## src/rtl/ep_csr_pkg.sv

```systemverilog
package ep_csr_pkg;
  localparam int CSR_W     = 8;
  localparam int NUM_STAT  = 3;
  localparam int TXC_POS   = 0;
  localparam int RXO_POS   = 1;
  localparam int SETUP_POS = 2;

  typedef enum logic [1:0] {
    EPK_CTRL = 2'd0,
    EPK_ISO  = 2'd1,
    EPK_BULK = 2'd2,
    EPK_INTR = 2'd3
  } ep_kind_e;

  typedef enum logic [1:0] {
    STG_OTHER      = 2'd0,
    STG_RD_DATA    = 2'd1,
    STG_STS_NODATA = 2'd2,
    STG_STS_WRITE  = 2'd3
  } ctl_stage_e;
endpackage

```

## src/rtl/ep_out_gate.sv

```systemverilog
// Handshake decision for an OUT token, valid in the strobe cycle.
module ep_out_gate (
  input  logic is_ctrl_i,
  input  logic pending_i,
  input  logic cwe_i,
  input  logic out_tok_i,
  output logic accept_o
);
  always_comb begin
    accept_o = out_tok_i && !pending_i && (!is_ctrl_i || cwe_i);
  end
endmodule

```

## src/rtl/ep_event_decode.sv

```systemverilog
// Turns transaction events into per-bit set strobes plus the SETUP wipe.
module ep_event_decode
  import ep_csr_pkg::*;
#(
  parameter int NS = NUM_STAT
) (
  input  logic [1:0]    kind_i,
  input  logic          setup_evt_i,
  input  logic          ack_evt_i,
  input  logic [1:0]    stage_i,
  input  logic          accept_i,
  output logic          is_ctrl_o,
  output logic          wipe_o,
  output logic [NS-1:0] set_o
);
  logic stage_hit;

  always_comb begin
    is_ctrl_o = (ep_kind_e'(kind_i) == EPK_CTRL);
    stage_hit = (ctl_stage_e'(stage_i) == STG_RD_DATA)
             || (ctl_stage_e'(stage_i) == STG_STS_NODATA)
             || (ctl_stage_e'(stage_i) == STG_STS_WRITE);
    wipe_o    = setup_evt_i && is_ctrl_o;
    set_o     = '0;
    set_o[SETUP_POS] = wipe_o;
    set_o[RXO_POS]   = accept_i && !wipe_o;
    set_o[TXC_POS]   = ack_evt_i && is_ctrl_o && stage_hit && !wipe_o;
  end
endmodule

```

## src/rtl/ep_status_cell.sv

```systemverilog
// One sticky status flag: hardware set > SETUP wipe > firmware clear.
module ep_status_cell (
  input  logic clk,
  input  logic rst,
  input  logic set_i,
  input  logic wipe_i,
  input  logic fw_clr_i,
  output logic q_o
);
  always_ff @(posedge clk) begin
    if (rst)           q_o <= 1'b0;
    else if (set_i)    q_o <= 1'b1;
    else if (wipe_i)   q_o <= 1'b0;
    else if (fw_clr_i) q_o <= 1'b0;
  end
endmodule

```

## src/rtl/ep_irq_mask.sv

```systemverilog
// Masked OR of the status flags.
module ep_irq_mask #(
  parameter int NS = 3
) (
  input  logic [NS-1:0] stat_i,
  input  logic [NS-1:0] en_i,
  output logic          irq_o
);
  logic [NS-1:0] gated;

  for (genvar i = 0; i < NS; i++) begin : g_gate
    assign gated[i] = stat_i[i] & en_i[i];
  end

  assign irq_o = |gated;
endmodule

```

## src/rtl/ep_csr_top.sv

```systemverilog
module ep_csr_top
  import ep_csr_pkg::*;
#(
  parameter int W = CSR_W
) (
  input  logic          clk,
  input  logic          rst,
  input  logic [1:0]    ep_kind_i,
  input  logic          setup_evt_i,
  input  logic          out_tok_i,
  output logic          out_ack_o,
  input  logic          ack_evt_i,
  input  logic [1:0]    stage_i,
  input  logic          fw_wr_i,
  input  logic [W-1:0]  fw_wdata_i,
  output logic [W-1:0]  csr_o,
  input  logic [2:0]    irq_en_i,
  output logic          irq_o
);
  localparam int NS      = NUM_STAT;
  localparam int CWE_POS = W - 1;

  logic          is_ctrl;
  logic          wipe;
  logic          accept;
  logic          cwe_q;
  logic [NS-1:0] set_v;
  logic [NS-1:0] stat_q;
  logic [NS-1:0] fw_clr;

  ep_out_gate u_gate (
    .is_ctrl_i (is_ctrl),
    .pending_i (stat_q[RXO_POS]),
    .cwe_i     (cwe_q),
    .out_tok_i (out_tok_i),
    .accept_o  (accept)
  );

  ep_event_decode #(.NS(NS)) u_dec (
    .kind_i      (ep_kind_i),
    .setup_evt_i (setup_evt_i),
    .ack_evt_i   (ack_evt_i),
    .stage_i     (stage_i),
    .accept_i    (accept),
    .is_ctrl_o   (is_ctrl),
    .wipe_o      (wipe),
    .set_o       (set_v)
  );

  for (genvar i = 0; i < NS; i++) begin : g_stat
    assign fw_clr[i] = fw_wr_i && !fw_wdata_i[i];
    ep_status_cell u_cell (
      .clk      (clk),
      .rst      (rst),
      .set_i    (set_v[i]),
      .wipe_i   (wipe),
      .fw_clr_i (fw_clr[i]),
      .q_o      (stat_q[i])
    );
  end

  always_ff @(posedge clk) begin
    if (rst)          cwe_q <= 1'b0;
    else if (wipe)    cwe_q <= 1'b0;
    else if (fw_wr_i) cwe_q <= fw_wdata_i[CWE_POS];
  end

  always_comb begin
    csr_o          = '0;
    csr_o[CWE_POS] = cwe_q;
    csr_o[NS-1:0]  = stat_q;
  end

  assign out_ack_o = accept;

  ep_irq_mask #(.NS(NS)) u_irq (
    .stat_i (stat_q),
    .en_i   (irq_en_i),
    .irq_o  (irq_o)
  );
endmodule

```

## config.mk

```make
export PLATFORM = sky130hd
export DESIGN_NAME = ep_csr_top
export DESIGN_NICKNAME = d
export VERILOG_FILES = /design/src/rtl/ep_csr_pkg.sv /design/src/rtl/ep_out_gate.sv /design/src/rtl/ep_event_decode.sv /design/src/rtl/ep_status_cell.sv /design/src/rtl/ep_irq_mask.sv /design/src/rtl/ep_csr_top.sv
export SDC_FILE = /design/constraint.sdc
export NUM_CORES = 1
export LEC_CHECK = 0
export BUFFER_PORTS_ARGS = -buffer_cell sky130_fd_sc_hd__buf_2
export CORE_AREA = 2 2 39 41
export DETAILED_ROUTE_END_ITERATION = 7
export DIE_AREA = 0 0 41 43
export HOLD_SLACK_MARGIN = 0.1
export SLEW_MARGIN = 10
export SYNTH_ARGS = -nofsm -noshare
export SYNTH_HDL_FRONTEND = slang
export SYNTH_SLANG_ARGS = --single-unit
```

## constraint.sdc

```tcl
create_clock -name clk -period 1 [get_ports clk]
set_input_delay 0.15 -clock clk [delete_from_list [all_inputs] [get_ports clk]]
set_output_delay 0.15 -clock clk [all_outputs]
set_load 0.05 [all_outputs]
```

== Word-level counts from Yosys, hierarchy flattened ==
Index checks and enable logic that the tools add are counted.
Cells by class
  equality and inequality tests: 3
  reductions and logical operators: 25
  bitwise operators: 3
  mux-type cells: 8
Operator list (number)
  1-bit logical AND: 10
  1-bit two-way mux: 8
  1-bit zero test: 6
  3-bit nonzero test: 2
  2-bit equality test (second input constant): 2
  1-bit bitwise AND: 3
  1-bit logical OR: 3
  3-bit OR reduction: 1
  2-bit by 1-bit equality test with 1-bit output (second input constant): 1
  2-bit zero test: 1
  2-bit nonzero test: 1
  2-bit OR reduction: 1
Word-level totals
  register bits after elaboration: 4
  word-level logic and storage cells: 43
  bits of input ports: 21

== Logic depth before layout (Yosys ltp) ==
Gate-level depths: netlist of run 1.
  word-level depth: 6
  mapped depth: 3
  gate-level depth less buffers: 3

== By module ==
A second synthesis of run 1 with hierarchy kept.
Unflattened totals
  cell total of the unflattened synthesis: 34
  area total of the unflattened synthesis: 297.8 sq um
By module, submodules not included
  ep_status_cell: area each 37.5 sq um, instances 3, cells each 4
  ep_csr_top: area each 100.1 sq um, instances 1, cells each 12
  ep_event_decode: area each 45.0 sq um, instances 1, cells each 6
  ep_out_gate: area each 26.3 sq um, instances 1, cells each 2
  ep_irq_mask: area each 13.8 sq um, instances 1, cells each 2

== Least setup slack after synthesis of run 1 ==
No wires, ideal clock.
  kind: register -> output
  start: register g_stat[1].u_cell.q_o
  end: output irq_o
  path slack: -0.003 ns
  arrival: 0.853 ns
  cell stages (with the launch flop): 3
  cell sequence: dfxtp_1 > a222oi_1 > inv_1
On the way
  cells in the longest elaborated chain, start to end: 2
RTL lines
  start: declaration: line ep_status_cell.sv:8  | output logic q_o
  start signal: assignment: line ep_status_cell.sv:11  | if (rst) q_o <= 1'b0;
  start signal: assignment: line ep_status_cell.sv:12  | else if (set_i) q_o <= 1'b1;
  start signal: assignment: line ep_status_cell.sv:13  | else if (wipe_i) q_o <= 1'b0;
  1-bit bitwise AND: line ep_irq_mask.sv:12  | assign gated[i] = stat_i[i] & en_i[i];
  3-bit OR reduction: line ep_irq_mask.sv:15  | assign irq_o = |gated;
  end: declaration: line ep_csr_top.sv:18  | output logic irq_o
Every way passes these cells.

== Worst setup path after layout of run 1 ==
  start: register g_stat[0].u_cell.q_o
  end: output irq_o
On the way
  cells in the longest elaborated chain, start to end: 2
RTL lines (line)
  start: declaration: ep_status_cell.sv:8
  start signal: assignment: ep_status_cell.sv:11
  start signal: assignment: ep_status_cell.sv:12
  start signal: assignment: ep_status_cell.sv:13
  1-bit bitwise AND: ep_irq_mask.sv:12
  3-bit OR reduction: ep_irq_mask.sv:15
Every way passes these cells.

==> reports/qor.txt, run 1 <==
Ports: 31
Total CTS buffers: 3
Register area share after synthesis: 31.8%
Clk Latency, worst-skew pair: 0.24 ns
Setup Skew: 0.0000661 ns
Final #Nets: 80
Crit Path Category: reg -> out
Vias: 305
Worst EP required: 0.85 ns
Core area: 0.00138 mm^2
Die Y: 43 um
DRT Wirelength: 655 um
Antenna violations before repair: 0
Final worst path period need: 1.28 ns
First-pass GRT wire length: 945 um
Final Setup Violations: 2
Async S/R FF share, synth: 0%
Post-Syn Instances: 31
Outcome: complete, but fails checks
Synthesized area per cell: 8.11 um^2
Clk root buf: clkbuf_4
Leak pwr: 0.242 nW
Post-synth top area share: 31.8%
Setup Total Neg Slack: -0.446 ns
CTS tree: built
Most common cell in the netlist: buf_4
Die W: 41 um
Antenna diode count: 0
Final Max Slew Viols: 0
Max_cap viols: 0
P per Cell Area: 1310 mW/mm^2
Overall routing resource usage: 8.84%
Largest net degree at the start of global routing: 5
Count of different cell masters after synthesis: 13
Synth-to-Final Area Change: 85.6%
Number of global-route vias before repair: 271
Period utilization: 128%
Worst-path cell chain: a222oi_1, inv_2, buf_8
CTS sink cnt: 4
Drt wl/cell: 8.97 um
Worst path slowest cell: a222oi_1
Most used DFF post-synth: dfxtp_1
Grt ovf: 0
H-tree depth: 1
Rows: 14
Final Util: 33.7%
Routed Antenna Nets: 0
Synth top cells by count: buf_4 (8), dfxtp_1 (4), inv_1 (4), a21oi_1 (3), o21ai_0 (3)
Yosys top cell by area: dfxtp_1
Synth warn: 0
Startpoint Class: register
Drt first pass iters: 4
CP endpoint kind: primary output
Failing checks: negative setup slack
Peak VDD IR: 0.419 mV
Post-layout worst setup margin: -0.280 ns
Crit path max fanout: 2
Vias per cell: 4.18
Clk slew on worst S/H paths: 0.04 ns
Ratio of cells with drive above 1 in the final layout: 66.7%
Mapped cell area: 251 um^2
Max Fclk: 781 MHz
# port buffers: 22
R2R setup slack: 0.04 ns
Largest stage delay on the critical path: 0.36 ns
RSZ-0062 raised after global routing: yes
Starting density of the core: 18.2%
Hold Worst Slack: 0.157 ns
Synthesized flop and latch total: 4
Die Footprint: 0.00176 mm^2
Final hold vios: 0
Data arrival, critical path: 1.13 ns
Number of synthesized flops with an enable pin: 0
Clk buf depth: 2
Gp weighted congestion: 0.699
Worst min-delay path class: in -> reg
Top post-synthesis cells by area: dfxtp_1 (32%), buf_4 (24%), o311ai_2 (6.5%), a21oi_1 (6.0%), o21ai_0 (6.0%)
Post-route DRC: 0
DRT iter0 DRCs: 4
-- kinds of logic after synthesis --
kind of cell / synth area share [%]
flip-flops: 31.8
multiplexers: 3.98
other: 1.49
AND/OR/NAND/NOR: 4.48
AO/OA/AOI/OAI: 28.4
buffers and inverters: 29.8
-- per-layer routing --
layer / track usage, % / routed length, um / vias up
li1: - / - / 151
met3: 6.28 / 79 / 0
met5: 0 / 0 / -
met4: 6.00 / 0 / 0
met1: 7.07 / 239 / 137
met2: 14.1 / 337 / 17
-- report_power, final --
| group | switching (mW) | internal (mW) | total, mW |
|---|---|---|---|
| registers | 0.00778 | 0.171 | 0.179 |
| logic | 0.138 | 0.0935 | 0.231 |
| clock network | 0.0682 | 0.134 | 0.203 |
-- per-stage QoR --
step | worst slack (ns) | instances | cell area (um^2) | power, mW
after floorplan | 0.0233 | 34 | 263 | 0.322
after global placement | -0.0500 | 67 | 355 | 0.360
after detailed placement | -0.0671 | 67 | 355 | 0.363
after CTS | -0.274 | 75 | 478 | 0.630
after global routing | -0.330 | 73 | 467 | 0.654
final | -0.280 | 73 | 467 | 0.613
-- cell usage in the layout, fill, tap and decap left out, drive strengths merged, types with 2 or more instances in the layout --
cell,n
nor2,2
a21oi,3
dfxtp,4
conb,4
buf,27
o21ai,3
inv,4
clkbuf,3
-- worst paths after layout --
path              depth (start not counted)            startpoint              endpoint
setup / recovery                          3  g_stat[0].u_cell.q_o                 irq_o
hold / removal                            3         fw_wdata_i[7]                 cwe_q
setup reg to reg                          4                 cwe_q  g_stat[1].u_cell.q_o
hold reg to reg                           2  g_stat[1].u_cell.q_o  g_stat[1].u_cell.q_o
-- flip-flops by register name (all words and copies together) (netlist names) --
signal / cells
cwe_q: 1
g_stat.u_cell.q_o: 3
-- area by class of cell --
type / count / area, um^2
multi-input cells: 18 / 121
repair buffers: 28 / 204
well taps: 16 / 20.0
clock buffers: 3 / 22.5
fillers: 159 / 917
flip-flops and latches: 4 / 83.8
inverters: 4 / 15.0
-- worst max-delay path, delay by kind of cell, from the launching register on --
family	cells	cell delay, ns
AOI/OAI and AO/OA	1	0.36
DFF	1	0.31
buffers and inverters	2	0.23
-- repair_timing --
| action | 4_1_cts | 5_1_grt |
|---|---|---|
| endpoints found under the setup margin | 6 | 6 |
| resized for setup | 19 | 1 |
| buffers inserted | 4 | 0 |
| pin swaps | 2 | 0 |
| hold buffers | 1 | 0 |
| hold endpoints to repair | 1 | 0 |
No activity file was read; power rests on OpenSTA's default activity.
==> run 2: changes to the inputs <==
--- a/config.mk
+++ b/config.mk
@@ -5,6 +5,7 @@
 export SDC_FILE = /design/constraint.sdc
 export NUM_CORES = 1
 export LEC_CHECK = 0
+export ABC_AREA = 1
 export BUFFER_PORTS_ARGS = -buffer_cell sky130_fd_sc_hd__buf_2
 export CORE_AREA = 2 2 39 41
 export DETAILED_ROUTE_END_ITERATION = 7
==> run 2 against run 1 <==
  * The run still ends with negative setup slack left
  * Synthesized cell count is 32% higher
  * Highest routed layer unchanged
  * Flip-flop and latch count stayed put
  * Die area stayed put
  * Clock skew is 0.0018 ns higher
  * Synthesized area is 8.5% higher
  * Largest cell class unchanged
  * Critical path type unchanged
==> reports/qor.txt, run 2 <==
Grt ovf: 0
Failing checks: negative setup slack
Synthesized flop and latch total: 4
Post-Syn Instances: 41
# fillers: 160
Antenna violations before repair: 0
Count of different cell masters after synthesis: 11
Die W: 41 um
Crit Path Category: reg -> out
Final hold vios: 0
Clk Latency, worst-skew pair: 0.24 ns
Final Util: 31.6%
Most used DFF post-synth: dfxtp_1
Vias: 296
Total CTS buffers: 3
Most common cell in the netlist: buf_4
Die Footprint: 0.00176 mm^2
Synth top cells by count: buf_4 (8), inv_1 (7), nand2_1 (6), a21oi_1 (4), dfxtp_1 (4)
Worst EP required: 0.85 ns
Post-layout worst setup margin: -0.0676 ns
Starting density of the core: 19.7%
Commonest non-fill, non-tap cell in the layout: buf_2
Async S/R FF share, synth: 0%
# port buffers: 22
Core area: 0.00138 mm^2
P per Cell Area: 1330 mW/mm^2
Overall routing resource usage: 8.84%
CTS tree: built
Final worst path period need: 1.07 ns
Number of synthesized flops with an enable pin: 0
Clk root buf: clkbuf_4
Synth warn: 0
Ports: 31
Top post-synthesis cells by area: dfxtp_1 (29%), buf_4 (22%), inv_1 (9.6%), nand2_1 (8.3%), a21oi_1 (7.3%)
Clk slew on worst S/H paths: 0.04 ns
H-tree depth: 1
Final Max Slew Viols: 0
Drt wl/cell: 8.51 um
Overall power: 0.583 mW
CP endpoint kind: primary output
Routed Antenna Nets: 0
Register area share after synthesis: 29.4%
Ratio of cells with drive above 1 in the final layout: 63.5%
CTS sink cnt: 4
Post-route cell area: 438 um^2
Crit path max fanout: 4
Mapped cell area: 273 um^2
Area of placed instances: 354 um^2
First-pass GRT wire length: 959 um
Startpoint Class: register
Data arrival, critical path: 0.92 ns
Vias per cell: 3.75
Outcome: complete, but fails checks
DRT iter0 DRCs: 0
RSZ-0062 raised after global routing: yes
Drt first pass iters: 1
Largest regs: g_stat.u_cell.q_o: 3 flops, cwe_q: 1 flops
Peak VDD IR: 0.685 mV
Die Y: 43 um
Top reg by flops: g_stat.u_cell.q_o
DRT Wirelength: 672 um
Gp weighted congestion: 0.719
HPWL after DPL: 502 um
Synth-to-Final Area Change: 60.6%
Synthesized area per cell: 6.65 um^2
Worst slack at placement: 0.0525 ns
Setup Skew: 0.00185 ns
R2R setup slack: 0.22 ns
Max_cap viols: 0
Yosys top cell by area: dfxtp_1
Final #Nets: 86
Rows: 14
Largest register FFs: 3
Clk buf depth: 2
Antenna diode count: 0
Post-route DRC: 0
Final Setup Violations: 2
Largest net degree at the start of global routing: 5
Highest-count cells in the layout ignoring fill and taps: buf_2 (18), inv_1 (6), nand2_2 (6)
Setup Total Neg Slack: -0.0856 ns
Period utilization: 107%
Post-synth top area share: 29.4%
Leak pwr: 0.244 nW
Number of global-route vias before repair: 259
Worst min-delay path class: in -> reg
Max Fclk: 937 MHz
==> run 2: cell types whose count changed in the layout (fill, tap and decap cells not counted), sizes merged <==
cell and delta:
a21o -1, a21oi +1, a222oi -1, buf -6, clkbuf +2, inv +3
mux2i -1, nand2 +7, nand3 +2, nor2 +2, o211ai -1, o311ai -1
==> run 2: kinds of logic (layout without fill, tap and decap cells) <==
kind of cell,count (synthesis),count (layout),share of synthesized area [%]
other,1,4,1.37
buffers and inverters,15,34,31.7
AND/OR/NAND/NOR,14,14,24.8
flip-flops,4,4,29.4
AO/OA/AOI/OAI,7,7,12.8
==> run 2: metal layers <==
layer | routed length (um) | global-route usage [%] | share of wire (%)
met1 | 248 | 8.71 | 37
met2 | 321 | 11.6 | 48
met4 | 0 | 4.00 | 0
met5 | 0 | 0 | 0
met3 | 103 | 9.42 | 15
==> run 2: final timing paths <==
check                                          start                   end  cells past startpoint
worst min register to register  g_stat[0].u_cell.q_o  g_stat[0].u_cell.q_o                      2
worst max register to register  g_stat[1].u_cell.q_o  g_stat[1].u_cell.q_o                      4
worst min-delay path                   fw_wdata_i[7]                 cwe_q                      3
worst max-delay path            g_stat[1].u_cell.q_o             out_ack_o                      4
==> run 2: area by class of cell <==
class	instances	area, um^2	area share (%)
multi-input combinational	25	135	30.9
tap	16	20.0	4.57
timing repair buffer	24	149	34.0
inverter	7	26.3	6.00
sequential	4	85.1	19.4
clock buffer	3	22.5	5.14
==> run 2: metrics by stage <==
| step | cells | hold WS [ns] |
|---|---|---|
| final | 79 | 0.158 |
| after floorplan | 44 | 0.219 |
| after global placement | 74 | 0.320 |
| after CTS | 79 | 0.154 |
| after global routing | 79 | 0.176 |
| after detailed placement | 74 | 0.325 |
==> run 2: timing repair <==
| action | 4_1_cts | 5_1_grt |
|---|---|---|
| pin swaps | 3 | 1 |
| gates resized for setup | 8 | 10 |
| endpoints found under the hold margin | 1 | 0 |
| endpoints found under the setup margin | 5 | 5 |
| hold buffers | 1 | 0 |
| buffers inserted | 1 | 0 |
==> run 2: worst max-delay path, cell delays in order, from the launching register on <==
cell and delay [ns]:
dfxtp_2 0.32, nor2_2 0.10, nand2_2 0.07, inv_2 0.05
buf_6 0.14
==> run 2: power breakdown <==
group	total, mW	internal (mW)	switching, mW
Clock	0.201	0.134	0.0665
Sequential	0.178	0.171	0.00696
Combinational	0.204	0.0695	0.134
==> run 3: changes to the inputs <==
--- a/config.mk
+++ b/config.mk
@@ -11,6 +11,7 @@
 export DETAILED_ROUTE_END_ITERATION = 7
 export DIE_AREA = 0 0 41 43
 export HOLD_SLACK_MARGIN = 0.1
+export SKIP_LAST_GASP = 1
 export SLEW_MARGIN = 10
 export SYNTH_ARGS = -nofsm -noshare
 export SYNTH_HDL_FRONTEND = slang
==> run 3 against run 2 <==
  * The flow still finishes with violations (negative setup slack)
  * Cell area did not move
  * Critical endpoint unchanged
  * Power fell by 0.15%
  * Maximum frequency fell by 1.0%
  * Wire length did not move
  * Clock power barely moved
  * Die area did not move
  * Combinational power barely moved
  * Largest power group unchanged
  * Non-clock buffer count did not move
  * Critical path type unchanged
  * Highest routed layer unchanged
  * Sequential share of layout area did not move
  * Sequential power barely moved
  * Count of clock-buffer cells in the layout did not move
  * Clock skew did not move
==> reports/qor.txt, run 3 (same netlist as run 2, synthesis figures left out) <==
Period utilization: 108%
Synth-to-Final Area Change: 60.6%
Setup Skew: 0.00185 ns
Final worst path period need: 1.08 ns
Clk root buf: clkbuf_4
Largest net degree at the start of global routing: 5
Clk buf depth: 2
Max Fclk: 927 MHz
Drt first pass iters: 1
Gp weighted congestion: 0.719
Grt ovf: 0
Largest register FFs: 3
R2R setup slack: 0.23 ns
Worst min-delay path class: in -> reg
Clk Latency, worst-skew pair: 0.24 ns
Final Setup Violations: 2
Rows: 14
Worst EP required: 0.85 ns
Startpoint Class: register
Ratio of cells with drive above 1 in the final layout: 61.9%
Worst-path cell chain: nor2_2, nand2_2, inv_1, buf_6
Post-route DRC: 0
Antenna diode count: 0
Die Footprint: 0.00176 mm^2
Vias: 296
HPWL after DPL: 502 um
RSZ-0062 raised after global routing: yes
Final Max Slew Viols: 0
DRT Wirelength: 672 um
Final hold vios: 0
Hold Worst Slack: 0.158 ns
CTS sink cnt: 4
Largest regs: g_stat.u_cell.q_o: 3 flops, cwe_q: 1 flops
Total CTS buffers: 3
CTS tree: built
Post-layout worst setup margin: -0.0789 ns
Outcome: complete, but fails checks
Commonest non-fill, non-tap cell in the layout: buf_2
Largest stage delay on the critical path: 0.32 ns
Vias per cell: 3.75
# port buffers: 22
Drt wl/cell: 8.51 um
H-tree depth: 1
Clk slew on worst S/H paths: 0.04 ns
Worst path slowest cell: dfxtp_2
DRT iter0 DRCs: 0
Overall power: 0.582 mW
Crit path max fanout: 4
CP endpoint kind: primary output
Highest-count cells in the layout ignoring fill and taps: buf_2 (18), inv_1 (7), nand2_2 (6)
First-pass GRT wire length: 959 um
Routed Antenna Nets: 0
Data arrival, critical path: 0.93 ns
Crit Path Category: reg -> out
Core area: 0.00138 mm^2
Starting density of the core: 19.7%
Overall routing resource usage: 8.84%
Peak VDD IR: 0.685 mV
Antenna violations before repair: 0
Die W: 41 um
Ports: 31
Setup Total Neg Slack: -0.0969 ns
P per Cell Area: 1330 mW/mm^2
Top reg by flops: g_stat.u_cell.q_o
Final #Nets: 86
Max_cap viols: 0
Failing checks: negative setup slack
Leak pwr: 0.246 nW
Number of global-route vias before repair: 259
Die Y: 43 um
[run 3: where the power goes]
part | switching, mW | internal [mW]
Clock | 0.0665 | 0.134
Sequential | 0.00696 | 0.171
Combinational | 0.134 | 0.0693
[run 3: final cells by class]
cell class,count,area [um^2]
Clock buffer,3,22.5
Multi-Input combinational cell,25,135
Timing Repair Buffer,24,149
Sequential cell,4,85.1
Inverter,7,26.3
Tap cell,16,20.0
Fill cell,160,946
[run 3: critical path, delay by kind of cell (launching register included)]
family	cells	cell delay (ns)
DFF	1	0.32
and+or+nand+nor	2	0.16
buffers and inverters	2	0.21
[run 3: repair_timing]
action / 4_1_cts / 5_1_grt
resized for setup: 8 / 9
setup buffers: 1 / 0
pin swaps: 3 / 1
hold endpoints to repair: 1 / 0
hold buffers: 1 / 0
endpoints found under the setup margin: 5 / 5
[run 3: final timing paths]
kind | from | to | depth (start not counted)
setup / recovery | g_stat[1].u_cell.q_o | out_ack_o | 4
hold / removal | fw_wdata_i[7] | cwe_q | 3
setup reg to reg | g_stat[1].u_cell.q_o | g_stat[1].u_cell.q_o | 4
hold reg to reg | g_stat[0].u_cell.q_o | g_stat[0].u_cell.q_o | 2
[run 3: per-layer routing]
layer | track usage, % | wire (um) | vias up
li1 | - | - | 156
met1 | 8.71 | 248 | 117
met2 | 11.6 | 321 | 23
met3 | 9.42 | 103 | 0
met4 | 4.00 | 0 | 0
met5 | 0 | 0 | -
[run 3: through the flow]
stage / instances / util (%) / area, um^2 / setup WS [ns]
detailed placement: 74 / 25.6 / 354 / 0.0525
global placement: 74 / 25.6 / 354 / 0.0765
CTS: 79 / 29.7 / 412 / -0.0951
finish: 79 / 31.6 / 438 / -0.0789
floorplan: 44 / - / 284 / 0.0680
global route: 79 / 31.6 / 438 / -0.144
